## config.mk

```make
export PLATFORM = sky130hd
export DESIGN_NAME = gate_protect
export DESIGN_NICKNAME = d
export VERILOG_FILES = /design/src/rtl/gate_protect.sv
export SDC_FILE = /design/constraint.sdc
export NUM_CORES = 1
export LEC_CHECK = 0
export CAP_MARGIN = 20
export CORE_MARGIN = 2
export CORE_UTILIZATION = 55
export CTS_CLUSTER_DIAMETER = 200
export DETAILED_ROUTE_END_ITERATION = 16
export PLACE_DENSITY = 0.74
export SYNTH_ARGS = -nofsm -noshare
export SYNTH_HDL_FRONTEND = slang
export SYNTH_SLANG_ARGS = --single-unit
export TNS_END_PERCENT = 100
```

## constraint.sdc

```tcl
create_clock -name clk -period 2 [get_ports clk]
set_input_delay 0.3 -clock clk [delete_from_list [all_inputs] [get_ports clk]]
set_output_delay 0.3 -clock clk [all_outputs]
set_load 0.005 [all_outputs]
```

## src/rtl/gate_protect.sv

```systemverilog
module gate_protect #(
  parameter int MIN_PULSE = 250,
  parameter int CLEAR_CYC = 250000
) (
  input  logic       clk,
  input  logic       rst_n,
  input  logic [2:0] hs_req,
  input  logic [2:0] ls_req,
  input  logic       boost_req,
  input  logic       oc_bridge,
  input  logic       oc_boost,
  input  logic       uv_main,
  input  logic [2:0] uv_float,
  input  logic       enable,
  output logic [2:0] hs_gate,
  output logic [2:0] ls_gate,
  output logic       boost_gate,
  output logic       fault_pull
);
  localparam int NCH = 7;
  localparam int NIN = 14;
  localparam int PW  = $clog2(MIN_PULSE + 1);
  localparam int CW  = $clog2(CLEAR_CYC + 1);

  logic [NIN-1:0] raw, s1, s2;
  assign raw = {enable, uv_float, uv_main, oc_boost, oc_bridge, boost_req, ls_req, hs_req};

  always_ff @(posedge clk or negedge rst_n)
    if (!rst_n) begin
      s1 <= '0;
      s2 <= '0;
    end else begin
      s1 <= raw;
      s2 <= s1;
    end

  logic [NCH-1:0] req_s;
  logic           trip_s, uvm_s, en_s;
  logic [2:0]     uvf_s;
  assign req_s  = s2[6:0];
  assign trip_s = s2[7] | s2[8];
  assign uvm_s  = s2[9];
  assign uvf_s  = s2[12:10];
  assign en_s   = s2[13];

  logic [NCH-1:0] filt, filt_d;

  for (genvar g = 0; g < NCH; g++) begin : g_filt
    logic          f_q;
    logic [PW-1:0] c_q;
    always_ff @(posedge clk or negedge rst_n)
      if (!rst_n) begin
        f_q <= 1'b0;
        c_q <= '0;
      end else if (req_s[g] == f_q) begin
        c_q <= '0;
      end else if (c_q == PW'(MIN_PULSE - 1)) begin
        f_q <= req_s[g];
        c_q <= '0;
      end else begin
        c_q <= c_q + 1'b1;
      end
    assign filt[g] = f_q;
  end

  logic          trip_on;
  logic [CW-1:0] clr_cnt;

  always_ff @(posedge clk or negedge rst_n)
    if (!rst_n) begin
      trip_on <= 1'b0;
      clr_cnt <= '0;
    end else if (trip_s) begin
      trip_on <= 1'b1;
      clr_cnt <= '0;
    end else if (trip_on) begin
      if (clr_cnt == CW'(CLEAR_CYC - 1)) begin
        trip_on <= 1'b0;
        clr_cnt <= '0;
      end else begin
        clr_cnt <= clr_cnt + 1'b1;
      end
    end

  logic [NCH-1:0] blk, rise, arm, shoot, drive;
  logic           go;

  assign blk   = {uvm_s, {3{uvm_s}}, {3{uvm_s}} | uvf_s};
  assign rise  = filt & ~filt_d;
  assign shoot = {1'b0, filt[5:3] & filt[2:0], filt[5:3] & filt[2:0]};
  assign go    = en_s & ~trip_on & ~uvm_s;
  assign drive = filt & arm & ~blk & ~shoot & {NCH{go}};

  always_ff @(posedge clk or negedge rst_n)
    if (!rst_n) begin
      filt_d <= '0;
      arm    <= '0;
    end else begin
      filt_d <= filt;
      arm    <= (arm | rise) & ~blk;
    end

  assign hs_gate    = drive[2:0];
  assign ls_gate    = drive[5:3];
  assign boost_gate = drive[6];
  assign fault_pull = trip_on | uvm_s;


  leg_exclusive_chk: assert property (@(posedge clk) disable iff (!rst_n)
    (hs_gate & ls_gate) == 3'b000);


  trip_blank_chk: assert property (@(posedge clk) disable iff (!rst_n)
    trip_s |=> (fault_pull && hs_gate == 3'b0 && ls_gate == 3'b0 && !boost_gate));


  trip_release_chk: assert property (@(posedge clk) disable iff (!rst_n)
    $fell(trip_on) |-> !$past(trip_s));


  uv_main_chk: assert property (@(posedge clk) disable iff (!rst_n)
    uvm_s |-> (fault_pull && hs_gate == 3'b0 && ls_gate == 3'b0 && !boost_gate));


  uv_float_quiet_chk: assert property (@(posedge clk) disable iff (!rst_n)
    (|uvf_s && !uvm_s && !trip_on) |-> !fault_pull);


  uv_float_gate_chk: assert property (@(posedge clk) disable iff (!rst_n)
    (uvf_s & hs_gate) == 3'b000);


  enable_low_chk: assert property (@(posedge clk) disable iff (!rst_n)
    !en_s |-> (hs_gate == 3'b0 && ls_gate == 3'b0 && !boost_gate));
endmodule

```

### Yosys cells after proc, flatten, opt, wreduce, memory -nomap -nowiden

Cells that the tools add are included.

| storage, ports and cells | value |
|---|---|
| logic and storage cells | 96 |
| input port bits | 16 |
| bits in registers | 124 |
| output and inout port bits | 8 |

| cells by class | value |
|---|---|
| add/subtract/negate cells | 8 |
| mux-type cells | 20 |
| reduce and logical (&&, ||, !) cells | 8 |
| equality and inequality tests | 15 |
| bitwise logic cells | 25 |

Operator list:

| cell | count |
|---|---|
| $mux W8 | 14 |
| $add A8 B1 Y8 const B | 7 |
| $eq A8 B8 Y1 const B | 7 |
| $mux W18 | 3 |
| $and A7 B7 Y7 | 6 |
| $add A18 B1 Y18 const B | 1 |
| $eq A18 B18 Y1 const B | 1 |
| $not A7 Y7 | 2 |
| $reduce_and A2 Y1 | 7 |
| $not A1 Y1 | 9 |
| $eq A1 B1 Y1 | 7 |
| $not A6 Y7 | 1 |
| $or A7 B7 Y7 | 1 |
| $and A3 B3 Y3 | 1 |
| $mux W1 | 3 |
| $or A3 B3 Y3 | 1 |
| $and A1 B1 Y1 | 2 |
| $or A1 B1 Y1 | 2 |
| $reduce_bool A2 Y1 | 1 |

### Logic depth before layout (Yosys ltp)

| depth | value |
|---|---|
| word-level depth | 5 |
| depth in mapped cells | 7 |

### Worst setup path before layout

Ideal clock, no wire load.

| timing | value |
|---|---|
| path kind | register to register |
| start point | register clr_cnt[0] |
| end point | register clr_cnt[11] |
| stages on the path, launching flop included | 7 |
| path buffers | 1 |
| period minus slack after synthesis | 1606 ps |
| required time | 1890 ps |
| arrival | 1496 ps |
| library setup time | 110 ps |
| slack | 394 ps |
| cells stage by stage | dfrtp_1 -> ha_1 -> and4_1 -> clkbuf_1 -> nand4_1 -> o21ai_2 -> o41ai_1 |

| on the way | value |
|---|---|
| cells in the longest elaborated chain, start to end | 4 |
| elaborated cells on any way between the ends | 5 |
| those cells by class | add/sub: 1; eq/ne: 1; mux: 3 |

Ends and longest elaborated chain:

| what | RTL line | text |
|---|---|---|
| from (decl) | 67 | `logic [CW-1:0] clr_cnt;` |
| from (signal assigned) | 81 | `clr_cnt <= clr_cnt + 1'b1;` |
| $add A18 B1 Y18 or $eq A18 B18 Y1 (tied branches) | 81, 77 |  |
| $mux W18 * | 77 | `if (clr_cnt == CW'(CLEAR_CYC - 1)) begin` |
| $mux W18 * | 76 | `end else if (trip_on) begin` |
| $mux W18 * | 73 | `end else if (trip_s) begin` |

Every way passes the cells marked *; elsewhere a longest branch is shown, timed or not. The select of a mux whose other input is x is not followed.
A chain may end at the register's enable or synchronous reset.

### Worst setup path after layout

| timing | value |
|---|---|
| start point | register s2[9] |
| end point | output port hs_gate[1] |

| on the way | value |
|---|---|
| cells in the longest elaborated chain, start to end | 5 |
| elaborated cells on any way between the ends | 7 |
| those cells by class | bitwise: 7 |

Ends and longest elaborated chain:

| what | RTL line | text |
|---|---|---|
| from (decl) | 25 | `logic [NIN-1:0] raw, s1, s2;` |
| from (signal assigned) | 31 | `s2 <= '0;` |
| from (signal assigned) | 34 | `s2 <= s1;` |
| $or A3 B3 Y3 | 88 | `assign blk = {uvm_s, {3{uvm_s}}, {3{uvm_s}} \| uvf_s};` |
| $not A7 Y7 | 92 | `assign drive = filt & arm & ~blk & ~shoot & {NCH{go}};` |
| $and A7 B7 Y7 (2 in a row) | 92 |  |
| $and A7 B7 Y7 * | 92 |  |
| to (decl) | 15 | `output logic [2:0] hs_gate,` |

Every way passes the cells marked *; elsewhere a longest branch is shown, timed or not.

==> summary.md <==
| Metric | Value |
|---|---|
| Max-Cap Viols | `0` |
| Most frequent cells in the layout | `dfrtp_1, nor2_1, nand2_1` |
| Syn Area/Cell | `10.77 um2` |
| Multi-input logic area | `2056 um2` |
| Sequential element share of the synthesized area | `59.17%` |
| Commonest non-fill, non-tap cell in the layout | `dfrtp_1` |
| Critical path cell sequence | `nor2_2 -> nand2_2 -> buf_6 -> buf_6 -> nor4_4 -> buf_2` |
| Hold path depth | `1` |
| Seq cells post-synth | `124` |
| Syn Std Cell Area | `5244 um2` |
| Die area | `10330 um2` |
| Fin. max-slew vios | `0` |
| Crit Path Class | `reg -> out` |
| FMAX | `0.5081 GHz` |
| TritonCTS Buffers | `17` |
| GR Util All Layers | `21.08%` |
| Fin cells | `679` |
| Setup Skew | `6.197 ps` |
| Finished Core Util | `68.72%` |
| DR vias | `3573` |
| Htree depth | `4` |
| Setup_tns | `0 ps` |
| DPL Wire Length | `6202 um` |
| Skew-Pair Late Insertion Delay | `510 ps` |
| Crit. End Element | `primary output` |
| CTS tree | `yes` |
| WP data required | `1700 ps` |
| Largest net degree at the start of global routing | `64` |
| CP bufs+invs | `3` |
| Worst hold start | `enable` |
| Worst Tran Pin Value | `452.4 ps` |
| Setup Viol. Count Final | `0` |
| Number of global-route vias before repair | `3597` |
| Port bufs | `23` |
| R2R Path End | `clr_cnt[17]` |
| Pre-CTS setup slack | `78.81 ps` |
| Initial cell density of the core | `56.75%` |
| First-pass GRT wire length | `16730 um` |
| Synth Instances | `487` |
| P_leak | `2.841 nW` |
| Worst R2R Start | `trip_on` |
| WL final | `9553 um` |
| Pwr Density | `908.9 nW/um2` |
| Initial antenna violation count | `0` |
| Finished Cell Area | `6350 um2` |
| Worst-path maximum fanout | `3` |
| Overall Power | `5.771 mW` |
| CP max stage cell | `dfrtp_1` |
| Layout overhead on the synthesized area | `21.09%` |
| Synthesized net count | `518` |
| Drt pass-1 iters | `4` |
| Yosys cell types | `38` |
| Placer congestion estimate | `0.9027` |
| Die Ht | `101.6 um` |
| Unrepaired setup endpoints after global routing | `true` |
| Peak VDD IR | `569.4 uV` |
| Delay-heaviest family, CP | `flip-flops` |
| Average wire per standard cell | `14.07 um` |
| R2r setup slk | `160 ps` |
| CTS Sinks | `124` |
| Post-route clock period utilization | `98.40%` |
| Hold Path End | `s1[13]` |
| Final Hold Fails | `0` |
| Clock root cell | `clkbuf_8` |
| Worst Path Arrival | `1670 ps` |
| Max stage delay on crit path | `390 ps` |
| Final hold slack | `230.6 ps` |
| Buffer depth of the longest clock path | `2` |
| Io pins | `24` |
| Core area | `9240 um2` |
| Sequential Area | `3103 um2` |
| Slew HR | `69.61%` |
| # fillers | `668` |
| Dpl cells | `639` |
| First DRT Iteration DRCs | `154` |
| DIE WIDTH | `101.6 um` |
| Synth Warn # | `0` |
| Critical Path Most Common Cell | `buf_6` |
| HP Class | `in -> reg` |
| Detail Route Antenna Nets | `0` |
| Residual DRC count | `0` |
| Final-stage net count | `569` |
| Crit path time final | `1968 ps` |
| Outcome | `finished, final reports clean` |
| Vias per cell | `5.262` |
| DP Area | `5699 um2` |
| Site Rows | `35` |
| Worst-path clk slew | `50 ps` |
| Crit path launch type | `register` |
| FF-to-FF path depth | `5` |
| Proportion of layout cells with a drive suffix above 1 | `13.82%` |
| ANT cells | `0` |
| PnR worst setup slack | `31.91 ps` |
| GRT Residual Overflow | `0` |
## cells in the mapped netlist
library cell,n,area share [%]
a211o_1,1,0.17
a21oi_1,7,0.67
and2_1,1,0.12
and3_1,12,1.4
and3_2,1,0.14
and4_1,6,1.0
buf_6,1,0.21
clkbuf_1,12,0.86
dfrtp_1,124,59
ha_1,15,3.6
inv_1,17,1.2
mux2_2,7,1.5
mux2i_1,1,0.19
nand2_1,49,3.5
nand2b_1,7,0.84
nand3_1,29,2.8
nand4_1,13,1.6
nand4b_1,1,0.17
nor2_1,79,5.7
nor3_1,16,1.5
nor4_1,3,0.36
nor4b_1,1,0.17
o211ai_1,2,0.29
o21ai_0,10,0.95
o21ai_2,3,0.50
o21bai_1,2,0.29
o311ai_0,1,0.17
o31a_2,3,0.57
o31ai_1,5,0.72
o41a_1,1,0.21
o41a_2,1,0.24
o41ai_1,1,0.17
or2_2,1,0.12
or3_1,2,0.24
or3b_1,1,0.17
or4bb_1,1,0.21
xnor2_1,22,3.7
xor2_1,28,4.7
## how the worst max path moves through the flow
stage                           from     endpoint  slack (ps)  depth (start not counted)
after floorplan           clr_cnt[0]  clr_cnt[11]         390                          6
after global placement         s2[9]   ls_gate[0]         130                          5
after detailed placement       s2[9]   ls_gate[2]          80                          5
after CTS                    trip_on   hs_gate[1]         -50                          6
after global routing           s2[9]   hs_gate[1]         -70                          6
final                          s2[9]   hs_gate[1]          30                          6
## worst reg2reg max path, delay by kind of cell, from the launching register on
kind / cells / cell delay, ps
DFF: 1 / 360
and+or+nand+nor: 1 / 550
buffers and inverters: 2 / 250
AOI/OAI and AO/OA: 2 / 600
## what timing repair did
action                                  CTS  global route
hold buffers                              1             0
endpoints found under the setup margin    7             6
endpoints found under the hold margin   124             0
pin swaps                                 2             7
resized for setup                        28             9
setup buffers                             5             3
## layout make-up
type                       instances  share of cell area (%)
timing repair buffer              45                   6.305
sequential                       124                   48.87
inverter                          17                   1.005
tap                              129                   2.542
clock inverter                     7                   1.813
multi-input combinational        333                   32.37
clock buffer                      24                   7.094
## registers in the layout (all words and copies together), names as in the netlist
| name | count |
|---|---|
| arm | 7 |
| clr_cnt | 18 |
| filt_d | 7 |
| g_filt.c_q | 56 |
| g_filt.f_q | 7 |
| s1 | 14 |
| s2 | 14 |
| trip_on | 1 |
## cells by family after synthesis
kind of cell,count (synthesis),synth area share (%)
flops,124,59.17
mux,8,1.694
fa+ha+maj,15,3.579
xor+xnor,50,8.351
compound gates,37,4.939
simple gates,223,19.97
buf+inv,30,2.291
## where the power goes
part	internal, mW	switching (mW)	total [mW]
logic	0.0837	0.120	0.204
clock network	1.92	1.02	2.94
registers	2.58	0.0547	2.63
total	4.58	1.19	5.77
## per-layer routing
layer,vias up,global-route usage [%],part of all wire (%)
met5,-,0,0
met2,58,34.36,50
li1,1748,-,-
met3,8,6.349,3.7
met1,1759,26.98,45
met4,0,7.277,0.88
(Power assumes the default switching activity.)
